===== src/rtl/aca_pkg.sv =====
package aca_pkg;
  typedef enum logic [1:0] {
    PH_IDLE  = 2'd0,
    PH_CLEAN = 2'd1,
    PH_FLAG  = 2'd2,
    PH_FIX   = 2'd3
  } phase_e;

  function automatic int unsigned seg_count(input int unsigned w, input int unsigned k);
    return (w + k - 1) / k;
  endfunction

  function automatic int unsigned seg_hi(input int unsigned w, input int unsigned k,
                                         input int unsigned s);
    return ((s + 1) * k > w) ? w : (s + 1) * k;
  endfunction
endpackage


===== src/rtl/aca_subadder.sv =====
// One window adder: SEG guess bits below, OW result bits above, carry-in zero.
module aca_subadder #(
  parameter int unsigned SEG = 4,
  parameter int unsigned OW  = 4
) (
  input  logic [SEG+OW-1:0] win_a_i,
  input  logic [SEG+OW-1:0] win_b_i,
  output logic [OW-1:0]     seg_o
);
  assign seg_o = OW'((win_a_i + win_b_i) >> SEG);
endmodule


===== src/rtl/aca_detect.sv =====
// Group propagate (AND tree) and generate for every segment that feeds a guess.
module aca_detect #(
  parameter int unsigned SEG   = 4,
  parameter int unsigned NLOW  = 3,
  localparam int unsigned LW   = NLOW * SEG
) (
  input  logic [LW-1:0]   a_i,
  input  logic [LW-1:0]   b_i,
  output logic [NLOW-1:0] p_o,
  output logic [NLOW-1:0] g_o
);
  for (genvar j = 0; j < NLOW; j++) begin : g_grp
    logic [SEG-1:0] a_s, b_s;
    assign a_s    = a_i[j*SEG +: SEG];
    assign b_s    = b_i[j*SEG +: SEG];
    assign p_o[j] = &(a_s ^ b_s);
    assign g_o[j] = 1'(({1'b0, a_s} + {1'b0, b_s}) >> SEG);
  end
endmodule


===== src/rtl/aca_fix.sv =====
// Repair: true carries ripple across segments only; each segment gets +1 where the guess missed.
module aca_fix #(
  parameter int unsigned WIDTH = 16,
  parameter int unsigned SEG   = 4,
  localparam int unsigned NSEG = aca_pkg::seg_count(WIDTH, SEG)
) (
  input  logic [WIDTH-1:0]  sum_i,
  input  logic [NSEG-2:0]   p_i,
  input  logic [NSEG-2:0]   g_i,
  output logic [WIDTH-1:0]  sum_o
);
  logic [NSEG-1:0] c;

  assign c[0]            = 1'b0;
  assign sum_o[SEG-1:0]  = sum_i[SEG-1:0];

  for (genvar s = 1; s < NSEG; s++) begin : g_inc
    localparam int unsigned LO = s * SEG;
    localparam int unsigned HI = aca_pkg::seg_hi(WIDTH, SEG, s);
    assign c[s]            = g_i[s-1] | (p_i[s-1] & c[s-1]);
    assign sum_o[HI-1:LO]  = sum_i[HI-1:LO] + (HI-LO)'(c[s] ^ g_i[s-1]);
  end
endmodule


===== src/rtl/aca_adder.sv =====
module aca_adder #(
  parameter int unsigned WIDTH = 16,
  parameter int unsigned SEG   = 4
) (
  input  logic             clk_i,
  input  logic             rst_ni,
  input  logic             valid_i,
  output logic             ready_o,
  input  logic [WIDTH-1:0] a_i,
  input  logic [WIDTH-1:0] b_i,
  output logic [WIDTH-1:0] sum_o,
  output logic             valid_o,
  output logic             err_o,
  output logic             fix_o
);
  import aca_pkg::*;

  localparam int unsigned NSEG = seg_count(WIDTH, SEG);
  localparam int unsigned NLOW = NSEG - 1;
  localparam int unsigned LW   = NLOW * SEG;

  logic [WIDTH-1:0] approx_w, fixed_w, sum_q;
  logic [NLOW-1:0]  p_w, g_w, p_q, g_q;
  phase_e           phase_q;
  logic             take;

  // lowest segment: exact, zero guess bits below it
  aca_subadder #(.SEG(SEG), .OW(SEG)) u_seg0 (
    .win_a_i ({a_i[SEG-1:0], {SEG{1'b0}}}),
    .win_b_i ({b_i[SEG-1:0], {SEG{1'b0}}}),
    .seg_o   (approx_w[SEG-1:0])
  );

  for (genvar s = 1; s < NSEG; s++) begin : g_seg
    localparam int unsigned LO = s * SEG;
    localparam int unsigned HI = seg_hi(WIDTH, SEG, s);
    aca_subadder #(.SEG(SEG), .OW(HI-LO)) u_sub (
      .win_a_i (a_i[HI-1:LO-SEG]),
      .win_b_i (b_i[HI-1:LO-SEG]),
      .seg_o   (approx_w[HI-1:LO])
    );
  end

  aca_detect #(.SEG(SEG), .NLOW(NLOW)) u_det (
    .a_i (a_i[LW-1:0]),
    .b_i (b_i[LW-1:0]),
    .p_o (p_w),
    .g_o (g_w)
  );

  aca_fix #(.WIDTH(WIDTH), .SEG(SEG)) u_fix (
    .sum_i (sum_q),
    .p_i   (p_q),
    .g_i   (g_q),
    .sum_o (fixed_w)
  );

  assign ready_o = (phase_q != PH_FLAG);
  assign take    = valid_i & ready_o;

  always_ff @(posedge clk_i or negedge rst_ni) begin
    if (!rst_ni) begin
      phase_q <= PH_IDLE;
      sum_q   <= '0;
      p_q     <= '0;
      g_q     <= '0;
    end else if (phase_q == PH_FLAG) begin
      phase_q <= PH_FIX;
      sum_q   <= fixed_w;
    end else if (take) begin
      phase_q <= (|p_w) ? PH_FLAG : PH_CLEAN;
      sum_q   <= approx_w;
      p_q     <= p_w;
      g_q     <= g_w;
    end else begin
      phase_q <= PH_IDLE;
    end
  end

  assign sum_o   = sum_q;
  assign valid_o = (phase_q != PH_IDLE);
  assign err_o   = (phase_q == PH_FLAG);
  assign fix_o   = (phase_q == PH_FIX);
endmodule


===== config.mk =====
export PLATFORM = sky130hd
export DESIGN_NAME = aca_adder
export DESIGN_NICKNAME = d
export VERILOG_FILES = /design/src/rtl/aca_pkg.sv /design/src/rtl/aca_subadder.sv /design/src/rtl/aca_detect.sv /design/src/rtl/aca_fix.sv /design/src/rtl/aca_adder.sv
export SDC_FILE = /design/constraint.sdc
export NUM_CORES = 1
export LEC_CHECK = 0
export ABC_CLOCK_PERIOD_IN_PS = 1600
export BUFFER_PORTS_ARGS = -buffer_cell sky130_fd_sc_hd__buf_2
export CAP_MARGIN = 20
export CORE_ASPECT_RATIO = 1.25
export CORE_UTILIZATION = 42
export CTS_CLUSTER_DIAMETER = 200
export DETAILED_ROUTE_END_ITERATION = 10
export HOLD_SLACK_MARGIN = 0.12
export PLACE_DENSITY = 0.68
export SLEW_MARGIN = 20
export SYNTH_ARGS = -nofsm -noshare
export SYNTH_HDL_FRONTEND = slang
export SYNTH_SLANG_ARGS = --single-unit
export TNS_END_PERCENT = 50

===== constraint.sdc =====
create_clock -name clk_i -period 1.6 [get_ports clk_i]
set_input_delay 0.08 -clock clk_i [delete_from_list [all_inputs] [get_ports clk_i]]
set_output_delay 0.08 -clock clk_i [all_outputs]
set_load 0.01 [all_outputs]

==> results.cfg, run 1 <==
[run_status]
run_status = complete, no violations

[power_and_ir_drop]
p_per_area_nw_per_um2 = 877
leakagePower_nw = 1.15
ir_worst_vdd_mv = 0.433

[critical_path]
critPathKind = flip-flop to flip-flop
worstPathMaxFanout = 3
cp.arrival_ns = 1.64
worstSetupStartpointType = flip-flop
startpoint = p_q[1]
cp.required_ns = 1.76
worstSetupEndpointType = flip-flop
rr_startpoint = p_q[1]

[clocking]
cts_sinks = 23
clk_pin_slew_ns = 0.08
worstSkewPairLatency_ns = 0.26
cts_tree = built
root_buffer = clkbuf_8
cts_buffers = 3
htreeDepth = 1
clk_path_buf_depth = 2

[logic_synthesis]
ys_seq_area_share_pct = 33.7
yosysUniqueCellTypes = 37
yosysTopAreaCellShare_pct = 33.7
synth-seq-cells = 23
netlist_area_um2 = 1710
synth-edff-count = 0
synth_ff_type = dfrtp_1
synth_top_cell_by_area = dfrtp_1
synth_area_leaders = dfrtp_1, ha_1, o21ai_0
synth_area_per_cell_um2 = 8.72
syn-num-nets = 253
async_reset_ff_share_pct = 100
netlist_instances = 196
yosys_warnings = 0

[detailed_routing]
via_per_inst = 5.18
wire_per_inst_um = 11.9
drc = 0
num_vias = 1694
first_iter_violations = 46
ant_nets = 0
wirelength_mm = 3.88
drt_pass1_iterations = 4

[final_layout]
fin_util_pct = 59.1
fin_nets = 331
syn_to_final_growth_pct = 33.1
drive_gt1_share_pct = 33.0
n_antenna_cell = 0
fillers = 376
fin_cells = 327

[worst_hold_path]
worstHoldStart = b_i[0]
hold_class = primary input to flip-flop

[placed_design]
dpl.cell_count = 320
place.detailed.hpwl_mm = 3.16
gp_congestion = 0.801
numPortBuffers = 54

[timing]
finalSetupViolCount = 0
rsz0062_at_grt = yes
final_hold_viol_count = 0
maxSlewHeadroom_pct = 65.3
setup_tns_ns = 0
period_share_pct = 93.0
layout_min_cycle_time_ns = 1.49
drv_slew = 0
holdWs_ns = 0.175
finClkSkew_ns = 0.00232
clock.fmax_mhz = 672
tightestPinTransition_ns = 0.521

[die]
die_area_um2 = 4330
core-area_um2 = 3850
num_io_pins = 55
die_h_um = 73.3
start_util_pct = 44.4
fp.dieW_um = 59.1
rows = 25

[global_routing]
grt.overflow.total = 0
grt_pass1_vias = 1650
grt_pass1_wl_mm = 6.81
grt_max_degree = 24
antenna_found_initial = 0
grtUsageTotal_pct = 20.5

[job]
drv_cap = 0
## critical path, cell delays in order (launching register included)
cell,delay [ns]
dfrtp_1,0.40
a21oi_1,0.16
nor3b_1,0.08
ha_1,0.20
ha_1,0.19
nor2_1,0.10
nor2_1,0.06
o21ai_2,0.14
a21oi_1,0.05
## state kept, by name, indices dropped and copies added, names as in the netlist
name and count:
sum_o 16, g_q 3, p_q 2, phase_q 2
## metrics by stage
stage | instance area, um2 | setup slack (ns) | power [mW]
after global routing | 2270 | -0.0373 | 2.16
final | 2270 | 0.112 | 1.99
after detailed placement | 2190 | -0.0550 | 1.64
after floorplan | 1720 | 0.0345 | 1.29
after CTS | 2260 | 0.0490 | 2.00
after global placement | 2190 | -0.0349 | 1.62
## routing by layer
layer | part of all wire [%] | vias up | GRT usage, % | routed length, um
met4 | 1.1 | 0 | 6.88 | 41
met2 | 51 | 41 | 38.5 | 2000
met5 | 0 | - | 0 | 0
met1 | 44 | 788 | 23.2 | 1700
li1 | - | 861 | - | -
met3 | 3.7 | 4 | 2.82 | 142
## repair_timing
item                                   4_1_cts  5_1_grt
endpoints found under the hold margin       24        0
setup endpoints to repair                    1        2
resized for setup                            1        3
setup buffers                                0        1
hold buffers                                 2        0
## cells in the mapped netlist, types with 2 or more instances
cell type,instances
a211o_1,2
a211oi_1,2
a21o_1,4
a21oi_1,15
a311oi_1,2
and3_1,2
clkbuf_1,5
dfrtp_1,23
ha_1,21
inv_1,6
nand2_1,24
nand2b_1,2
nand3_1,8
nand4_1,4
nor2_1,15
nor2b_1,4
o211ai_1,2
o21a_1,5
o21ai_0,20
o22ai_1,2
o31ai_1,2
or2_2,3
xnor2_1,4
xor2_1,6
## power breakdown
| group | total [mW] | switching (mW) | internal (mW) |
|---|---|---|---|
| sequential | 0.811 | 0.0972 | 0.714 |
| combinational | 0.823 | 0.426 | 0.397 |
| clock | 0.360 | 0.186 | 0.174 |
## cells in the final DEF (no fill, tap or decap), types with 2 or more instances in the layout
cell type and instances:
a211o_1 2, a211oi_1 2, a21o_1 4, a21oi_1 15
a311oi_1 2, and3_1 2, buf_2 54, buf_4 23
clkbuf_8 3, dfrtp_1 23, dlygate4sd3_1 2, ha_1 20
inv_1 6, nand2_1 24, nand2b_1 2, nand3_1 8
nand4_1 4, nor2_1 14, nor2b_1 4, o211ai_1 2
o21a_1 5, o21ai_0 19, o22ai_1 2, o31ai_1 2
or2_2 3, xnor2_1 4, xor2_1 6
## logic make-up after synthesis
group | share of synthesized area, %
adders and majority gates | 16.5
DFF | 33.7
AOI/OAI and AO/OA | 24.1
buffers and inverters | 3.07
xor gates and xnor gates | 5.12
and+or+nand+nor | 17.5
## area by class of cell
class                           instances  area (um2)  share of cell area (%)
Multi-Input combinational cell        161        1100                    48.3
Sequential cell                        23         576                    25.3
Timing Repair Buffer                   79         463                    20.4
Tap cell                               54        67.6                    2.97
Clock buffer                            3        41.3                    1.82
Inverter                                6        22.5                   0.990
Clock inverter                          1        5.00                   0.220
## path summary, 6_finish.rpt
| check | end | slack, ns | cells after the start |
|---|---|---|---|
| setup reg to reg | sum_o[14] | 0.11 | 8 |
| setup / recovery | sum_o[14] | 0.11 | 8 |
| max in group asynchronous | sum_o[8] | 0.92 | 2 |
| min in group asynchronous | sum_o[15] | 0.33 | 2 |
| hold / removal | sum_o[0] | 0.17 | 4 |
| hold reg to reg | sum_o[2] | 0.48 | 2 |
(Power assumes the default switching activity.)
==> run 2: changes to the inputs <==
--- a/config.mk
+++ b/config.mk
@@ -5,6 +5,7 @@
 export SDC_FILE = /design/constraint.sdc
 export NUM_CORES = 1
 export LEC_CHECK = 0
+export ABC_AREA = 1
 export ABC_CLOCK_PERIOD_IN_PS = 1600
 export BUFFER_PORTS_ARGS = -buffer_cell sky130_fd_sc_hd__buf_2
 export CAP_MARGIN = 20
@@ -13,7 +14,7 @@
 export CTS_CLUSTER_DIAMETER = 200
 export DETAILED_ROUTE_END_ITERATION = 10
 export HOLD_SLACK_MARGIN = 0.12
-export PLACE_DENSITY = 0.68
+export PLACE_DENSITY = 0.67
 export SLEW_MARGIN = 20
 export SYNTH_ARGS = -nofsm -noshare
 export SYNTH_HDL_FRONTEND = slang
==> results.cfg, run 2 <==
[clocking]
cts_setup_buffers = 0
cts_resized = 0
cts_tree = built
root_buffer = clkbuf_8
clk_path_buf_depth = 2
clk_pin_slew_ns = 0.09
htreeDepth = 1
cts_buffers = 3
worstSkewPairLatency_ns = 0.26
cts_sinks = 23

[logic_synthesis]
synth_common_cells = nand2_1, inv_1, nand3_1, dfrtp_1, ha_1
synth_area_per_cell_um2 = 7.02
yosys_warnings = 0
synth_most_common_cell = nand2_1
yosysTopAreaCellShare_pct = 29.7
yosys.area_share.adder_pct = 14.6
ys_seq_area_share_pct = 29.7
synth-edff-count = 0
yosysUniqueCellTypes = 23
synth_xor_area_share_pct = 1.81
synth_top_cell_by_area = dfrtp_1
synth_ff_type = dfrtp_1
synth_top_family_by_area = simple AND/OR/NAND/NOR gates
synth_area_leaders = dfrtp_1, nand2_1, ha_1
async_reset_ff_share_pct = 100
synth_compound_area_share_pct = 10.1
netlist_instances = 276
synthSimpleGateAreaFrac_pct = 33.7
synth-seq-cells = 23
netlist_area_um2 = 1940
muxShareOfSynthArea_pct = 0
syn-num-nets = 333

[timing]
drv_slew = 0
finalSetupViolCount = 0
tightestPinTransition_ns = 0.503
layout_min_cycle_time_ns = 1.47
finClkSkew_ns = 0.00616
clock.fmax_mhz = 679
maxSlewHeadroom_pct = 66.5
final_hold_viol_count = 0
rsz0062_at_grt = no
setup_tns_ns = 0
period_share_pct = 92.1

[die]
die_h_um = 77.9
rows = 27
core-area_um2 = 4430
fp.dieW_um = 62.7
start_util_pct = 43.8
die_area_um2 = 4890
num_io_pins = 55

[power_and_ir_drop]
p_sw_share_pct = 38.5
p_per_area_nw_per_um2 = 851
leakagePower_nw = 1.37
ir_worst_vdd_mv = 0.458
clkPwrFrac_pct = 18.6
p_sw_uw = 761
pwr-share-seq_pct = 41.5
share_comb_of_total_power_pct = 40.0
internal-power_mw = 1.22

[critical_path]
cp.required_ns = 1.75
rrSetupSlack_ns = 0.13
critPathKind = flip-flop to flip-flop
worstSetupStartpointType = flip-flop
cp.arrival_ns = 1.62
rr_startpoint = p_q[1]
worstPathMaxFanout = 3
r2r-end = sum_o[14]
slowest_stage = dfrtp_1
worstPathCellList = a21oi_1 > nor3_1 > ha_1 > ha_1 > o21ai_0 > a21oi_1 > nand3b_1
worstSetupEndpointType = flip-flop
r2r_cells = 7
startpoint = p_q[1]
critical-path-max-stage-delay_ns = 0.40
endpoint = sum_o[14]

[final_layout]
postLayoutCellArea_um2 = 2330
final_common_cell = nand2_1
largest_register_ffs = 16
fin_nets = 392
layout_common_cells = nand2_1, buf_2, inv_1
fillers = 471
n_antenna_cell = 0
fin_cells = 392
drive_gt1_share_pct = 21.0
syn_to_final_growth_pct = 20.1
fin_util_pct = 52.6

[worst_hold_path]
whs_path_depth = 5
hold_class = primary input to flip-flop

[placed_design]
numPortBuffers = 54
place.detailed.hpwl_mm = 3.33
dpl_cell_area_um2 = 2260
gp_congestion = 0.752
dpl.cell_count = 386

[detailed_routing]
num_vias = 1871
drt_pass1_iterations = 5
drc = 0
via_per_inst = 4.77
ant_nets = 0
wire_per_inst_um = 10.3
first_iter_violations = 92
wirelength_mm = 4.05

[global_routing]
grt_pass1_vias = 1664
grtUsageTotal_pct = 17.7
grt_max_degree = 24
antenna_found_initial = 0
grt_pass1_wl_mm = 6.99
grt.overflow.total = 0

[run_status]
run_status = complete, no violations

[job]
drv_cap = 0
-- run 2: cell count changes in the layout (fill, tap and decap cells not counted), moves of 4 or more --
cell,change
o21ai_2,+4
nand3_1,+19
nor2b_1,-4
nand2_1,+75
inv_1,+36
o21ai_0,-11
o21a_1,-5
buf_4,-23
o21bai_1,+5
xnor2_1,-4
a21o_1,-4
a21oi_1,-5
-- run 2: final cells by class --
type | instances | area (um2) | share of cell area, %
inverter | 45 | 171 | 7.37
clock buffer | 3 | 41.3 | 1.78
tap | 58 | 72.6 | 3.12
sequential | 23 | 576 | 24.7
multi-input combinational | 206 | 1170 | 50.2
clock inverter | 1 | 7.51 | 0.323
timing repair buffer | 56 | 290 | 12.5
-- run 2: worst min path at each step --
stage / start / endpoint
3_3_place_gp: rst_ni / sum_o[13]
3_5_place_dp: rst_ni / sum_o[12]
6_report: a_i[15] / sum_o[15]
2_1_floorplan: rst_ni / g_q[0]
4_1_cts: a_i[15] / sum_o[15]
5_1_grt: a_i[15] / sum_o[15]
-- run 2: what timing repair did --
item	4_1_cts	5_1_grt
endpoints found under the hold margin	24	0
setup endpoints to repair	0	0
hold buffers	2	0
-- run 2: cells by family after synthesis --
family | count (synthesis)
AO/OA/AOI/OAI | 31
adder cells (fa/ha/maj) | 22
AND/OR/NAND/NOR | 149
buffers and inverters | 47
XOR/XNOR | 4
flip-flops | 23
-- run 2: power groups by stage --
stage                     clock (mW)  sequential [mW]  combinational (mW)
final                          0.367            0.821               0.791
after global routing           0.402            0.842               0.907
after CTS                      0.371            0.820               0.804
after detailed placement           0            0.830               0.798
after global placement             0            0.826               0.784
after floorplan                    0            0.863               0.486
-- run 2: critical path: cells and delay by family (launching register included) --
family                   cells  cell delay (ns)
AO/OA/AOI/OAI                3             0.38
AND/OR/NAND/NOR              2             0.21
flip-flops                   1             0.40
adder cells (fa/ha/maj)      2             0.38
-- run 2: through the flow --
step                      hold slack (ns)  setup WS, ns  total power [mW]
after detailed placement           0.0831         0.145              1.63
final                               0.197         0.127              1.98
after CTS                           0.212         0.120              2.00
after floorplan                    -0.216         0.227              1.35
after global placement             0.0763         0.194              1.61
after global routing                0.218        0.0237              2.15
-- run 2: layer usage --
metal	GRT usage (%)	vias up	share of wire [%]
li1	-	993	-
met1	20.7	831	44
met2	34.0	43	52
met3	2.65	4	3.4
met4	2.79	0	0.91
met5	0	-	0
==> run 3: changes to the inputs <==
--- a/config.mk
+++ b/config.mk
@@ -14,7 +14,7 @@
 export CTS_CLUSTER_DIAMETER = 200
 export DETAILED_ROUTE_END_ITERATION = 10
 export HOLD_SLACK_MARGIN = 0.12
-export PLACE_DENSITY = 0.67
+export PLACE_DENSITY = 0.76
 export SLEW_MARGIN = 20
 export SYNTH_ARGS = -nofsm -noshare
 export SYNTH_HDL_FRONTEND = slang
==> constraint.sdc (replaced) <==
create_clock -name clk_i -period 1.6 [get_ports clk_i]
set_input_delay 0.08 -clock clk_i [delete_from_list [all_inputs] [get_ports clk_i]]
set_output_delay 0.08 -clock clk_i [all_outputs]
set_load 0.05 [all_outputs]
==> results.cfg, run 3 (same netlist as run 2, synthesis figures left out) <==
[final_layout]
n_antenna_cell = 0
layout_common_cells = nand2_1, buf_2, inv_1
drive_gt1_share_pct = 21.0
syn_to_final_growth_pct = 20.0
fin_nets = 392
postLayoutCellArea_um2 = 2320
largest_register_ffs = 16
final_common_cell = nand2_1

[power_and_ir_drop]
pwr-share-seq_pct = 34.8
p_sw_mw = 1.13
total_power_mw = 2.35
leakagePower_nw = 1.38
internal-power_mw = 1.22
ir_worst_vdd_mv = 0.555
p_per_area_nw_per_um2 = 1010
p_sw_share_pct = 48.1
clkPwrFrac_pct = 15.2
share_comb_of_total_power_pct = 50.0

[detailed_routing]
wire_per_inst_um = 10.3
num_vias = 1867
first_iter_violations = 69
ant_nets = 0
drt_pass1_iterations = 4
drc = 0
wirelength_mm = 4.03
via_per_inst = 4.76

[timing]
period_share_pct = 91.7
finalSetupViolCount = 0
layout_min_cycle_time_ns = 1.47
clock.fmax_mhz = 681
rsz0062_at_grt = no
drv_slew = 0
fin_ws_ns = 0.132
final_hold_viol_count = 0
maxSlewHeadroom_pct = 66.3
tightestPinTransition_ns = 0.505
finClkSkew_ns = 0.00334
setup_tns_ns = 0

[critical_path]
cp.required_ns = 1.75
r2r-end = sum_o[14]
worstPathMaxFanout = 3
r2r_cells = 7
critPathKind = flip-flop to flip-flop
rr_startpoint = p_q[1]
rrSetupSlack_ns = 0.13
worstSetupStartpointType = flip-flop
worstSetupEndpointType = flip-flop
cp.arrival_ns = 1.61

[die]
core-area_um2 = 4430
rows = 27
die_h_um = 77.9
num_io_pins = 55
fp.dieW_um = 62.7
die_area_um2 = 4890
start_util_pct = 43.8

[worst_hold_path]
hold_class = primary input to flip-flop
worstHoldStart = b_i[0]
hold-path-endpoint = sum_o[0]
whs_path_depth = 4

[global_routing]
grt_pass1_wl_mm = 7.49
grt_pass1_vias = 1847
grt.overflow.total = 0
grt_max_degree = 24
grtUsageTotal_pct = 18.4
antenna_found_initial = 0

[placed_design]
dpl_cell_area_um2 = 2260
numPortBuffers = 54
place.detailed.hpwl_mm = 3.37
gp_congestion = 0.783
place_ws_ns = 0.0982

[clocking]
cts_setup_buffers = 0
clk_pin_slew_ns = 0.08
root_buffer = clkbuf_8
clk_path_buf_depth = 2
htreeDepth = 1
cts_buffers = 3
cts_sinks = 23
cts_tree = built
worstSkewPairLatency_ns = 0.26

[job]
drv_cap = 0

[run_status]
run_status = complete, no violations
run 3: changes by cell type in the layout (fill, tap and decap cells not counted), sizes merged:
cell      change
clkinvlp      -1
clkinv        +1
run 3: metrics by stage:
| stage | hold WS [ns] | std cells | utilization, % |
|---|---|---|---|
| 3_5_place_dp | 0.0834 | 386 | 51.0 |
| 3_3_place_gp | 0.0793 | 386 | 51.0 |
| 2_1_floorplan | -0.216 | 276 | - |
| 5_1_grt | 0.231 | 392 | 52.5 |
| 6_report | 0.218 | 392 | 52.5 |
| 4_1_cts | 0.218 | 392 | 52.5 |
run 3: what timing repair did:
action | in CTS | in global routing
gates resized for setup | 0 | 1
endpoints found under the setup margin | 0 | 1
hold buffers | 2 | 0
endpoints found under the hold margin | 24 | 0
run 3: area by class of cell:
| type | instances | area (um2) |
|---|---|---|
| clock buffer | 3 | 41.3 |
| tap | 58 | 72.6 |
| multi-input combinational | 206 | 1170 |
| fill | 451 | 2100 |
| sequential | 23 | 576 |
| timing repair buffer | 56 | 290 |
| inverter | 45 | 171 |
| clock inverter | 1 | 5.00 |
run 3: worst max-delay path by stage:
stage,startpoint,to,slack [ns],depth (start not counted)
floorplan,sum_o[12],sum_o[14],0.09,5
global placement,p_q[1],sum_o[14],0.19,7
detailed placement,p_q[1],sum_o[14],0.1,7
CTS,p_q[1],sum_o[14],0.09,7
global route,p_q[1],sum_o[14],0.05,7
finish,p_q[1],sum_o[14],0.13,7
run 3: layer usage:
layer | wire length (um) | GRT usage, %
met4 | 33 | 3.72
met5 | 0 | 0
met1 | 1780 | 21.5
met2 | 2070 | 35.1
met3 | 143 | 2.35
run 3: power groups by stage:
stage	registers, mW	logic [mW]	clock network (mW)
floorplan	1.18	0.535	0
global placement	0.824	1.15	0
detailed placement	0.826	1.18	0
CTS	0.818	1.18	0.371
global route	0.838	1.29	0.391
finish	0.817	1.17	0.357
run 3: critical path, stage by stage (launching register included):
cell,delay [ns]
dfrtp_1,0.40
a21oi_1,0.15
nor3_1,0.06
ha_1,0.19
ha_1,0.20
o21ai_1,0.15
a21oi_1,0.05
nand3b_1,0.15
